$ cat src/rtl/isc_pkg.sv
`timescale 1ns/1ps
package isc_pkg;
  localparam int unsigned DATA_W   = 16;
  localparam int unsigned NUM_EVT  = 5;
  localparam int unsigned NUM_BANK = 2;
  localparam int unsigned BANK_SLOW   = 0;
  localparam int unsigned BANK_FRAMED = 1;

  // event index -> status bit position (shared by both banks)
  localparam int unsigned EVT_POS [NUM_EVT] = '{15, 11, 9, 8, 7};

  localparam int unsigned MODE_LSB     = 14;
  localparam int unsigned TOP_SLOW_BIT = 0;
  localparam int unsigned TOP_FR_BIT   = 4;
  localparam int unsigned TOP_FIFO_BIT = 8;

  typedef logic [DATA_W-1:0] word_t;

  typedef enum logic [1:0] {
    MODE_SLOW = 2'b00,
    MODE_RSVD = 2'b01,
    MODE_FAST = 2'b10,
    MODE_MED  = 2'b11
  } xfer_mode_e;

  function automatic word_t evt_spread(logic [NUM_EVT-1:0] evt);
    word_t w;
    w = '0;
    for (int i = 0; i < NUM_EVT; i++)
      if (evt[i]) w[EVT_POS[i]] = 1'b1;
    return w;
  endfunction

  localparam word_t EVT_LEGAL = evt_spread('1);
endpackage

$ cat src/rtl/isc_mode_reg.sv
`timescale 1ns/1ps
module isc_mode_reg
  import isc_pkg::*;
(
  input  logic                clk_i,
  input  logic                rst_ni,
  input  logic                we_i,
  input  word_t               wdata_i,
  output xfer_mode_e          mode_o,
  output logic [NUM_BANK-1:0] top_mk_o,
  output word_t               rdata_o
);
  logic [1:0] mode_q;
  logic       slow_mk_q, fr_mk_q, fifo_mk_q;

  always_ff @(posedge clk_i or negedge rst_ni) begin
    if (!rst_ni) begin
      mode_q    <= 2'b00;
      slow_mk_q <= 1'b1;
      fr_mk_q   <= 1'b1;
      fifo_mk_q <= 1'b1;
    end else if (we_i) begin
      mode_q    <= wdata_i[MODE_LSB +: 2];
      slow_mk_q <= wdata_i[TOP_SLOW_BIT];
      fr_mk_q   <= wdata_i[TOP_FR_BIT];
      fifo_mk_q <= wdata_i[TOP_FIFO_BIT];
    end
  end

  assign mode_o = xfer_mode_e'(mode_q);

  always_comb begin
    top_mk_o              = '0;
    top_mk_o[BANK_SLOW]   = slow_mk_q;
    top_mk_o[BANK_FRAMED] = fr_mk_q;
  end

  always_comb begin
    rdata_o                   = '0;
    rdata_o[MODE_LSB +: 2]    = mode_q;
    rdata_o[TOP_SLOW_BIT]     = slow_mk_q;
    rdata_o[TOP_FR_BIT]       = fr_mk_q;
    rdata_o[TOP_FIFO_BIT]     = fifo_mk_q;
  end
endmodule

$ cat src/rtl/isc_evt_steer.sv
`timescale 1ns/1ps
module isc_evt_steer
  import isc_pkg::*;
(
  input  xfer_mode_e                        mode_i,
  input  logic [NUM_EVT-1:0]                evt_i,
  output logic [NUM_BANK-1:0][DATA_W-1:0]   set_o
);
  word_t spread;
  assign spread = evt_spread(evt_i);

  always_comb begin
    set_o = '0;
    unique case (mode_i)
      MODE_SLOW:           set_o[BANK_SLOW]   = spread;
      MODE_MED, MODE_FAST: set_o[BANK_FRAMED] = spread;
      default:             ; // reserved code drops events
    endcase
  end
endmodule

$ cat src/rtl/isc_bank.sv
`timescale 1ns/1ps
module isc_bank
  import isc_pkg::*;
(
  input  logic  clk_i,
  input  logic  rst_ni,
  input  word_t set_i,
  input  word_t clr_i,
  input  logic  mk_we_i,
  input  word_t mk_wdata_i,
  output word_t st_o,
  output word_t mk_o,
  output logic  pend_o
);
  word_t st_q, mk_q;

  always_ff @(posedge clk_i or negedge rst_ni) begin
    if (!rst_ni) begin
      st_q <= '0;
      mk_q <= EVT_LEGAL;
    end else begin
      // set applied after clear: set wins
      st_q <= ((st_q & ~clr_i) | set_i) & EVT_LEGAL;
      if (mk_we_i) mk_q <= mk_wdata_i & EVT_LEGAL;
    end
  end

  assign st_o   = st_q;
  assign mk_o   = mk_q;
  assign pend_o = |(st_q & ~mk_q);
endmodule

$ cat src/rtl/irq_status_ctrl.sv
`timescale 1ns/1ps
module irq_status_ctrl
  import isc_pkg::*;
#(
  parameter int unsigned ADDR_W = 3
) (
  input  logic              clk_i,
  input  logic              rst_ni,
  input  logic              we_i,
  input  logic [ADDR_W-1:0] addr_i,
  input  logic [DATA_W-1:0] wdata_i,
  output logic [DATA_W-1:0] rdata_o,
  input  logic [NUM_EVT-1:0] evt_i,
  output logic              irq_o
);
  localparam int unsigned BANK_STRIDE = 3;
  localparam logic [ADDR_W-1:0] MODE_A = '0;

  xfer_mode_e                      mode_q;
  logic [NUM_BANK-1:0]             top_mk;
  word_t                           mode_rd;
  logic [NUM_BANK-1:0][DATA_W-1:0] bank_set, bank_st, bank_mk;
  logic [NUM_BANK-1:0]             bank_pend, bank_irq;
  word_t                           slow_st, fast_st, slow_mk, fast_mk;
  logic                            irq_q;

  isc_mode_reg u_mode (
    .clk_i    (clk_i),
    .rst_ni   (rst_ni),
    .we_i     (we_i && addr_i == MODE_A),
    .wdata_i  (wdata_i),
    .mode_o   (mode_q),
    .top_mk_o (top_mk),
    .rdata_o  (mode_rd)
  );

  isc_evt_steer u_steer (
    .mode_i (mode_q),
    .evt_i  (evt_i),
    .set_o  (bank_set)
  );

  for (genvar b = 0; b < NUM_BANK; b++) begin : g_bank
    localparam logic [ADDR_W-1:0] MK_A  = ADDR_W'(2 + BANK_STRIDE * b);
    localparam logic [ADDR_W-1:0] CLR_A = ADDR_W'(3 + BANK_STRIDE * b);
    word_t clr;
    assign clr = (we_i && addr_i == CLR_A) ? wdata_i : '0;

    isc_bank u_bank (
      .clk_i      (clk_i),
      .rst_ni     (rst_ni),
      .set_i      (bank_set[b]),
      .clr_i      (clr),
      .mk_we_i    (we_i && addr_i == MK_A),
      .mk_wdata_i (wdata_i),
      .st_o       (bank_st[b]),
      .mk_o       (bank_mk[b]),
      .pend_o     (bank_pend[b])
    );
    assign bank_irq[b] = bank_pend[b] & ~top_mk[b];
  end

  always_comb begin
    rdata_o = '0;
    if (addr_i == MODE_A) rdata_o = mode_rd;
    for (int b = 0; b < NUM_BANK; b++) begin
      if (addr_i == ADDR_W'(1 + BANK_STRIDE * b)) rdata_o = bank_st[b];
      if (addr_i == ADDR_W'(2 + BANK_STRIDE * b)) rdata_o = bank_mk[b];
    end
  end

  always_ff @(posedge clk_i or negedge rst_ni) begin
    if (!rst_ni) irq_q <= 1'b0;
    else         irq_q <= |bank_irq;
  end

  assign irq_o   = irq_q;
  assign slow_st = bank_st[BANK_SLOW];
  assign fast_st = bank_st[BANK_FRAMED];
  assign slow_mk = bank_mk[BANK_SLOW];
  assign fast_mk = bank_mk[BANK_FRAMED];
endmodule

$ cat config.mk
export PLATFORM = sky130hd
export DESIGN_NAME = irq_status_ctrl
export DESIGN_NICKNAME = d
export VERILOG_FILES = /design/src/rtl/isc_pkg.sv /design/src/rtl/isc_mode_reg.sv /design/src/rtl/isc_evt_steer.sv /design/src/rtl/isc_bank.sv /design/src/rtl/irq_status_ctrl.sv
export SDC_FILE = /design/constraint.sdc
export NUM_CORES = 1
export LEC_CHECK = 0
export ABC_AREA = 1
export CORE_AREA = 2 2 69 71
export CTS_CLUSTER_SIZE = 25
export DETAILED_ROUTE_END_ITERATION = 12
export DIE_AREA = 0 0 71 73
export DONT_BUFFER_PORTS = 1
export PLACE_DENSITY = 0.52
export SYNTH_ARGS = -nofsm -noshare
export SYNTH_HDL_FRONTEND = slang
export SYNTH_SLANG_ARGS = --single-unit
$ cat constraint.sdc
create_clock -name clk_i -period 2.4 [get_ports clk_i]
set_input_delay 0.36 -clock clk_i [delete_from_list [all_inputs] [get_ports clk_i]]
set_output_delay 0.36 -clock clk_i [all_outputs]
set_load 0.01 [all_outputs]
==> summary.md <==
| Metric | Value |
|---|---|
| Nets | `217` |
| Class of the worst hold path | `in -> reg` |
| Die H | `73 um` |
| Multi-input gate area | `649 um^2` |
| Final instance area | `1550 um^2` |
| Worst-skew pair later-pin latency | `270 ps` |
| Row cnt | `25` |
| Slew HR | `63.8%` |
| Leading cell type in the layout, fill and taps excluded | `nand2_1` |
| Fin. Hold Viols | `0` |
| Clock Sinks | `26` |
| GRT overflow | `0` |
| Most frequent cells in the layout | `64 x nand2_1, 20 x inv_1, 16 x o21ai_0, 13 x dfstp_2, 13 x dfrtp_1` |
| First-pass GRT wire length | `5.96 mm` |
| Routed wire length | `3.55 mm` |
| Fin. max-slew vios | `0` |
| Static Leak | `0.725 nW` |
| Worst Setup Slack, final | `789 ps` |
| Number of global-route vias before repair | `1,157` |
| Dpl ws | `1060 ps` |
| WHS | `197 ps` |
| Pwr Total | `0.00107 W` |
| Iter 0 DRT Violations | `105` |
| Worst setup EP type | `output pin` |
| Routed Antenna Nets | `0` |
| Depth of the CTS H-tree | `1` |
| I/O pin count | `44` |
| Synth-to-Final Area Change | `3.68%` |
| Clock transition at path regs | `90 ps` |
| Fillers | `488` |
| Post-placement cell area | `1480 um^2` |
| Max VDD drop | `0.000187 V` |
| Inserted Diodes | `0` |
| Total track usage | `15.0%` |
| Skew final | `2.95 ps` |
| Measured slew at the worst slew-check pin | `541 ps` |
| Synth warn | `0` |
| Yosys cell types | `23` |
| Initial antenna violation count | `0` |
| Worst Path Required | `2040 ps` |
| Critical Path Start Type | `flop` |
| Mean area per synthesized cell | `7.92 um^2` |
| RSZ-0062 raised after global routing | `false` |
| Synthesized cell area | `1500 um^2` |
| CTS root buf | `clkbuf_8` |
| Setup TNS | `0 ps` |
| Yosys reg bits | `26` |
| CTS Buf Count | `3` |
| Worst setup path class | `reg -> out` |
| Vias per cell | `4.75` |
| Final Setup Violations | `0` |
| Period utilization | `67.1%` |
| Post-DP HPWL | `2.67 mm` |
| Share of cells above drive strength 1 | `14.8%` |
| Crit-path max FO | `8` |
| Die Footprint | `5180 um^2` |
| Storage cell area | `667 um^2` |
| TritonCTS clock tree | `yes` |
| Final Wtd Congestion | `0.775` |
| Max-cap check violation count | `0` |
| Min Clock Period, post-route | `1610 ps` |
| PortBufs | `0` |
| Run status | `completed` |
| DIE WIDTH | `71 um` |
| Post-synthesis sequential area ratio | `44.5%` |
| First drt pass iteration count | `4` |
| WP data arrival | `1250 ps` |
| Vias | `1,155` |
| Initial Util | `33.0%` |
| Post-Syn Instances | `189` |
| Largest net degree at the start of global routing | `27` |
| DRC viols | `0` |
| Core area | `4540 um^2` |
| WL/cell | `14.6 um` |
| CTS resizes | `0` |
| Longest Clk Path Bufs | `2` |
| Fmax | `621 MHz` |
| Pwr Density | `691 nW/um^2` |
-- per-layer routing --
layer	vias to the layer above	GRT usage [%]	wire (um)
met5	-	0	0
met4	0	5.03	34
met3	2	2.62	159
met2	25	24.8	1730
met1	535	20.1	1630
li1	593	-	-
-- path summary, 6_finish.rpt --
path / depth (start not counted) / startpoint / slack (ps) / end
min in group asynchronous: 2 / rst_ni / 510 / g_bank[0].u_bank.st_o[7]
setup / recovery: 4 / u_mode.mode_o[1] / 790 / rdata_o[15]
setup reg to reg: 3 / u_mode.mode_o[1] / 1160 / g_bank[0].u_bank.st_o[7]
max in group asynchronous: 2 / rst_ni / 1650 / u_mode.slow_mk_q
hold / removal: 2 / wdata_i[4] / 200 / u_mode.fr_mk_q
hold reg to reg: 2 / u_mode.fr_mk_q / 470 / u_mode.fr_mk_q
-- registers in the layout, indices dropped and copies added (netlist names) --
register            flops
u_mode.slow_mk_q        1
irq_o                   1
u_mode.fifo_mk_q        1
u_mode.mode_o           2
u_mode.fr_mk_q          1
g_bank.u_bank.st_o     10
g_bank.u_bank.mk_o     10
-- kinds of logic (layout without fill, tap and decap cells) --
logic type | after synthesis | after routing | share of synthesized area, %
AND/OR/NAND/NOR | 98 | 98 | 31.7
other | 1 | 8 | 0.250
flip-flops | 26 | 26 | 44.5
AO/OA/AOI/OAI | 28 | 28 | 9.61
buffers and inverters | 36 | 29 | 13.9
-- metrics by stage --
stage,instances,util (%)
after CTS,243,34.2
after global placement,237,32.6
final,243,34.2
after global routing,243,34.2
after detailed placement,237,32.6
after floorplan,196,-
-- where the power goes --
| group | leakage (nW) | internal (W) | total (W) | switching, W |
|---|---|---|---|---|
| clock | 0.0228 | 0.000119 | 0.000256 | 0.000137 |
| sequential | 0.265 | 0.000540 | 0.000605 | 0.0000643 |
| combinational | 0.437 | 0.0000738 | 0.000212 | 0.000138 |
| total | 0.725 | 0.000733 | 0.00107 | 0.000339 |
-- timing repair --
item                                    in CTS  in global routing
buffers inserted                             0                  0
endpoints found under the setup margin       0                  0
hold buffers                                 2                  0
hold endpoints to repair                    26                  0
-- synthesized netlist by cell type --
master	instances	area, um^2
inv_2	1	3.75
nand2_1	64	240
nand4_1	11	68.8
buf_6	2	22.5
conb_1	1	3.75
dfrtp_1	13	325
clkbuf_1	1	3.75
dfstp_2	13	342
inv_6	1	8.76
nand2_4	4	45.0
o21ai_1	11	55.1
inv_4	1	6.26
o21ai_2	1	8.76
o21ai_0	16	80.1
nor2_1	5	18.8
nor2_8	1	20.0
nand3_1	9	45.0
nor3_4	1	16.3
buf_12	1	20.0
inv_1	20	75.1
nor3_1	2	10.0
nor2_4	1	11.3
buf_4	9	67.6
-- final cells by class --
class                   instances  area share (%)
clock buffers                   4            2.90
inverters                      23            6.04
multi-input cells             134            41.8
flip-flops and latches         26            42.9
well taps                      54            4.35
repair buffers                  2            1.93
-- worst max-delay path, cell delays in order (launching register included) --
cell     delay, ps
dfrtp_1        510
o21ai_0        200
nand2_1         70
nand2_1         60
nand3_1        140
No activity file was read; power rests on OpenSTA's default activity.
